## config.mk

```make
export PLATFORM = sky130hd
export DESIGN_NAME = ocb_ctrl
export DESIGN_NICKNAME = d
export VERILOG_FILES = /design/src/rtl/ocb_pkg.sv /design/src/rtl/ocb_backoff.sv /design/src/rtl/ocb_cycle_counter.sv /design/src/rtl/ocb_fsm.sv /design/src/rtl/ocb_ctrl.sv
export SDC_FILE = /design/constraint.sdc
export NUM_CORES = 1
export LEC_CHECK = 0
export CAP_MARGIN = 20
export CORE_MARGIN = 5
export CORE_UTILIZATION = 50
export CTS_CLUSTER_DIAMETER = 50
export DETAILED_ROUTE_END_ITERATION = 6
export PLACE_DENSITY = 0.77
export SETUP_SLACK_MARGIN = 0.4
export SLEW_MARGIN = 40
export SYNTH_ARGS = -nofsm -noshare
export SYNTH_HDL_FRONTEND = slang
export SYNTH_SLANG_ARGS = --single-unit
```

## constraint.sdc

```tcl
create_clock -name clk -period 2.74 [get_ports clk]
set_input_delay 0.411 -clock clk [delete_from_list [all_inputs] [get_ports clk]]
set_output_delay 0.411 -clock clk [all_outputs]
set_load 0.01 [all_outputs]
```

## src/rtl/ocb_pkg.sv

```systemverilog
package ocb_pkg;

    // Controller states
    typedef enum logic [1:0] {
        ST_IDLE   = 2'd0,
        ST_RUN    = 2'd1,
        ST_BLANK  = 2'd2,
        ST_HICCUP = 2'd3
    } ocb_state_e;

    // Which value the cycle counter loads
    typedef enum logic {
        LD_BLANK  = 1'b0,
        LD_HICCUP = 1'b1
    } ocb_load_e;

endpackage

```

## src/rtl/ocb_backoff.sv

```systemverilog
// Exponent register for the blanking length; output is a one-hot length.
module ocb_backoff #(
    parameter int MAX_SHIFT = 4,
    localparam int LEN_W = MAX_SHIFT + 1,
    localparam int IDX_W = (MAX_SHIFT > 0) ? $clog2(MAX_SHIFT + 1) : 1
) (
    input  logic             clk,
    input  logic             rst_n,
    input  logic             clr,
    input  logic             grow,
    input  logic             relax,
    output logic [LEN_W-1:0] blank_len
);

    logic [IDX_W-1:0] idx_q;

    always_ff @(posedge clk or negedge rst_n) begin
        if (!rst_n) begin
            idx_q <= '0;
        end else if (clr) begin
            idx_q <= '0;
        end else if (grow) begin
            if (idx_q != IDX_W'(MAX_SHIFT)) begin
                idx_q <= idx_q + 1'b1;
            end
        end else if (relax) begin
            idx_q <= '0;
        end
    end

    // Decode the exponent into a power-of-two length
    for (genvar g = 0; g < LEN_W; g++) begin : g_len
        assign blank_len[g] = (idx_q == IDX_W'(g));
    end

endmodule

```

## src/rtl/ocb_cycle_counter.sv

```systemverilog
// Down counter of switching cycles shared by blank and hiccup.
module ocb_cycle_counter #(
    parameter int CNT_W = 6
) (
    input  logic             clk,
    input  logic             rst_n,
    input  logic             load,
    input  logic [CNT_W-1:0] load_val,
    input  logic             dec,
    output logic             last
);

    logic [CNT_W-1:0] cnt_q;

    always_ff @(posedge clk or negedge rst_n) begin
        if (!rst_n) begin
            cnt_q <= '0;
        end else if (load) begin
            cnt_q <= load_val;
        end else if (dec && (cnt_q != '0)) begin
            cnt_q <= cnt_q - 1'b1;
        end
    end

    assign last = (cnt_q == CNT_W'(1));

endmodule

```

## src/rtl/ocb_fsm.sv

```systemverilog
module ocb_fsm
    import ocb_pkg::*;
(
    input  logic       clk,
    input  logic       rst_n,
    input  logic       en,
    input  logic       strobe,
    input  logic       oc,
    input  logic       uv,
    input  logic       cnt_last,
    output logic       ld,
    output ocb_load_e  ld_sel,
    output logic       dec,
    output logic       bo_grow,
    output logic       bo_relax,
    output logic       bo_clr,
    output logic       hs_permit,
    output logic       shut_off,
    output logic       restart_req,
    output ocb_state_e state
);

    ocb_state_e st_q;
    ocb_state_e st_nxt;
    logic       fire;
    logic       restart_q;

    // State register
    always_ff @(posedge clk or negedge rst_n) begin
        if (!rst_n) begin
            st_q <= ST_IDLE;
        end else begin
            st_q <= st_nxt;
        end
    end

    // Restart pulse register
    always_ff @(posedge clk or negedge rst_n) begin
        if (!rst_n) begin
            restart_q <= 1'b0;
        end else begin
            restart_q <= fire;
        end
    end

    // Transitions: enable, trip, expire, collapse, retry, drop
    always_comb begin
        st_nxt   = st_q;
        ld       = 1'b0;
        ld_sel   = LD_BLANK;
        dec      = 1'b0;
        bo_grow  = 1'b0;
        bo_relax = 1'b0;
        bo_clr   = 1'b0;
        fire     = 1'b0;
        if (!en) begin
            st_nxt = ST_IDLE;          // drop
            bo_clr = 1'b1;
        end else begin
            unique case (st_q)
                ST_IDLE: begin
                    st_nxt = ST_RUN;   // enable
                    bo_clr = 1'b1;
                end
                ST_RUN: begin
                    if (strobe) begin
                        if (uv) begin
                            st_nxt = ST_HICCUP;  // collapse
                            ld     = 1'b1;
                            ld_sel = LD_HICCUP;
                        end else if (oc) begin
                            st_nxt  = ST_BLANK;  // trip
                            ld      = 1'b1;
                            ld_sel  = LD_BLANK;
                            bo_grow = 1'b1;
                        end else begin
                            bo_relax = 1'b1;
                        end
                    end
                end
                ST_BLANK: begin
                    if (strobe) begin
                        if (uv) begin
                            st_nxt = ST_HICCUP;  // collapse
                            ld     = 1'b1;
                            ld_sel = LD_HICCUP;
                        end else if (cnt_last) begin
                            st_nxt = ST_RUN;     // expire
                        end else begin
                            dec = 1'b1;
                        end
                    end
                end
                ST_HICCUP: begin
                    if (strobe) begin
                        if (cnt_last) begin
                            st_nxt = ST_RUN;     // retry
                            bo_clr = 1'b1;
                            fire   = 1'b1;
                        end else begin
                            dec = 1'b1;
                        end
                    end
                end
                default: st_nxt = ST_IDLE;
            endcase
        end
    end

    // Outputs
    always_comb begin
        hs_permit   = (st_q == ST_RUN);
        shut_off    = (st_q == ST_HICCUP);
        restart_req = restart_q;
        state       = st_q;
    end

endmodule

```

## src/rtl/ocb_ctrl.sv

```systemverilog
module ocb_ctrl
    import ocb_pkg::*;
#(
    parameter int MAX_SHIFT  = 4,
    parameter int HICCUP_CYC = 32
) (
    input  logic clk,
    input  logic rst_n,
    input  logic en,
    input  logic cyc_strobe,
    input  logic oc_flag,
    input  logic uv_flag,
    output logic hs_permit,
    output logic shut_off,
    output logic restart_req
);

    localparam int LEN_W = MAX_SHIFT + 1;
    localparam int CAP   = 1 << MAX_SHIFT;
    localparam int MAXV  = (CAP > HICCUP_CYC) ? CAP : HICCUP_CYC;
    localparam int CNT_W = $clog2(MAXV + 1);

    logic             ld;
    ocb_load_e        ld_sel;
    logic             dec;
    logic             bo_grow;
    logic             bo_relax;
    logic             bo_clr;
    logic             cnt_last;
    logic [LEN_W-1:0] blank_len_w;
    logic [CNT_W-1:0] load_val;
    ocb_state_e       st_w;

    ocb_backoff #(.MAX_SHIFT(MAX_SHIFT)) u_backoff (
        .clk       (clk),
        .rst_n     (rst_n),
        .clr       (bo_clr),
        .grow      (bo_grow),
        .relax     (bo_relax),
        .blank_len (blank_len_w)
    );

    assign load_val = (ld_sel == LD_HICCUP) ? CNT_W'(HICCUP_CYC) : CNT_W'(blank_len_w);

    ocb_cycle_counter #(.CNT_W(CNT_W)) u_count (
        .clk      (clk),
        .rst_n    (rst_n),
        .load     (ld),
        .load_val (load_val),
        .dec      (dec),
        .last     (cnt_last)
    );

    ocb_fsm u_fsm (
        .clk         (clk),
        .rst_n       (rst_n),
        .en          (en),
        .strobe      (cyc_strobe),
        .oc          (oc_flag),
        .uv          (uv_flag),
        .cnt_last    (cnt_last),
        .ld          (ld),
        .ld_sel      (ld_sel),
        .dec         (dec),
        .bo_grow     (bo_grow),
        .bo_relax    (bo_relax),
        .bo_clr      (bo_clr),
        .hs_permit   (hs_permit),
        .shut_off    (shut_off),
        .restart_req (restart_req),
        .state       (st_w)
    );

endmodule

```

==> out/results.txt <==
Status - finished, final reports clean
Final instance area - 0.00112 mm2
H-tree levels - 1
Fraction of layout cells with a size suffix above 1 - 0.119
Main flop type after synthesis - dfrtp_1
Compound-Gate Fraction of Synth Area - 0.234
Slew headroom - 0.597
Post-DP HPWL - 1.59 mm
First drt pass iteration count - 4
DP Area - 0.00109 mm2
Gr usage total - 0.169
Worst-skew pair later-pin latency - 0.28 ns
Fraction of the yosys area taken by sequential cells - 0.305
CTS Root Cell - clkbuf_4
Synth Cell Area - 983 um2
EDFF count, synth - 0
I/O pins - 9
Syn_area_per_cell - 9.11 um2
Slew Viols, Final - 0
Setup WS post-layout - 0.611 ns
DRT antenna net count - 0
Post-Synth XOR/XNOR Area - 0
Achievable Freq - 470 MHz
Adder-cell share of the synthesized area - 0.153
Gr ovfl total - 0
Yosys reg bits - 12
Worst Tran Pin Value - 0.605 ns
RSZ-0062 raised after global routing - false
Combinational share of power - 0.511
Post-route DRC - 0
Final Hold Viols - 0
Max-capacitance violation count - 0
Drt total wl - 2.04 mm
Syn nets - 126
Setup TNS - 0 ns
WP data required - 2.33 ns
Row count - 16
Ys async rst share - 1.00
Hold WC Path Type - in -> async
CP Capture Type - output pin
Placer Congestion - 0.801
Synth warnings - 0
Post-Synth Simple-Gate Area - 0.214
Clock Skews - 0.00458 ns
Min Tclk post-route - 2.13 ns
DP Worst Slack - 0.613 ns
Main combinational cell family by area after synthesis - compound AO/OA/AOI/OAI gates
Maximum clock path buffer count - 2
Core area - 0.00192 mm2
Switching Fraction - 0.413
Die W - 54.4 um
Routed len/inst - 14.1 um
Antenna violations before repair - 0
Via count - 851
P_leak - 0.514 nW
Final #Nets - 137
NetSw - 0.342 mW
Pin count of the biggest net entering global routing - 13
Final period util - 0.777
TritonCTS Buffers - 3
Placed instance count - 141
Clock Sinks - 12
PwrDens - 736 mW/mm2
Worst IR drop on VDD - 0.591 mV
PostCTS Resize Cnt - 0
First-pass GRT wire length - 3.55 mm
Setup Fix Bufs, Post-CTS - 0
Final Setup Violations - 0
CTS clk-pin slew, worst paths - 0.08 ns
Port Buf Inserts - 8
Reg power frac - 0.316
DIE AREA - 0.00295 mm2
Post-synthesis mux area share - 0.0433
Height of the die - 54.4 um
Critical path type - reg -> out
CP Launch Type - flop
Final std cells w/o fill - 145
Internal power - 0.486 mW
Hold Buf Count CTS - 0
Synth cell types - 40
Clock power frac - 0.173
Arr. time, crit path - 1.72 ns
Initial DRC count - 18
CP max FO - 10
Vias per cell - 5.87
Area Overhead vs Synth - 14.4%
Mapped Cells - 108
CTS tree - built
Ant diodes - 0
Final Power - 0.828 mW
Initial Util - 0.512
Vias in the first global route - 781
[flip-flops by register name, summed over array words and instances (netlist names)]
register / count
u_count.cnt_q: 6
u_backoff.idx_q: 3
u_fsm.state: 2
u_fsm.restart_req: 1
[cell type report]
| cell class | instances | area, um2 |
|---|---|---|
| clock buffer | 4 | 36.3 |
| timing repair buffer | 8 | 80.1 |
| tap | 27 | 33.8 |
| sequential | 12 | 300 |
| inverter | 11 | 41.3 |
| fill | 177 | 797 |
| multi-input combinational | 83 | 633 |
[synth_stat cells, drive strengths merged (2+ instances only)]
cell / n / area [um2]
a21oi: 6 / 30.0
and2: 3 / 20.0
dfrtp: 12 / 300
ha: 12 / 150
inv: 11 / 41.3
mux2: 2 / 22.5
mux2i: 2 / 20.0
nand2: 8 / 30.0
nand3: 2 / 10.0
nand4: 2 / 12.5
nor2: 9 / 33.8
nor3: 4 / 20.0
o2111a: 3 / 33.8
o21a: 3 / 22.5
o21ai: 3 / 15.0
o22a: 2 / 18.8
o32ai: 3 / 26.3
[routing by layer]
layer	track usage	share of wire
met4	0.0830	0.021
met5	0	0
met1	0.219	0.47
met2	0.263	0.46
met3	0.0381	0.042
[logic make-up after synthesis]
| group | count (synthesis) |
|---|---|
| AO/OA/AOI/OAI | 29 |
| adder cells (fa/ha/maj) | 12 |
| buffers and inverters | 13 |
| flip-flops | 12 |
| multiplexers | 4 |
| AND/OR/NAND/NOR | 38 |
[worst max-delay path, cell delays in order (launching register included)]
cell	delay, ns
dfrtp_1	0.41
ha_1	0.41
clkdlybuf4s50_1	0.62
[metrics by stage]
step           hold slack, ns  utilization
6_report                0.483        0.585
5_1_grt                 0.536        0.585
4_1_cts                 0.510        0.585
3_5_place_dp            0.547        0.566
3_3_place_gp            0.542        0.566
2_1_floorplan           0.115            -
[power by group through the flow]
stage	Clock (mW)	Sequential [mW]	Combinational [mW]
final	0.143	0.262	0.423
after floorplan	0	0.254	0.318
after detailed placement	0	0.266	0.416
after global placement	0	0.263	0.406
after CTS	0.148	0.263	0.419
after global routing	0.158	0.270	0.474
[cells in the final DEF, fill, tap and decap left out, drive strengths merged, types with 3 or more instances in the layout]
cell type,count
nand2,8
ha,12
dfrtp,12
nor2,9
o21a,3
o2111a,3
inv,11
o21ai,3
clkbuf,4
o32ai,3
a21oi,6
nor3,4
clkdlybuf4s50,8
and2,3
[final timing paths]
check | cells after the start | endpoint | startpoint | slack (ns)
worst max-delay path | 2 | shut_off | u_fsm.state[1]$_DFFE_PN0P_ | 0.61
max in group asynchronous | 1 | u_count.cnt_q[3]$_DFFE_PN0P_ | rst_n | 1.89
min in group clk | 1 | u_count.cnt_q[1]$_DFFE_PN0P_ | u_count.cnt_q[1]$_DFFE_PN0P_ | 0.56
worst min register to register | 1 | u_count.cnt_q[1]$_DFFE_PN0P_ | u_count.cnt_q[1]$_DFFE_PN0P_ | 0.56
worst max register to register | 6 | u_fsm.state[1]$_DFFE_PN0P_ | u_fsm.state[1]$_DFFE_PN0P_ | 0.70
worst min-delay path | 1 | u_count.cnt_q[5]$_DFFE_PN0P_ | rst_n | 0.48
Note: power is estimated with default switching activity, not from simulation.
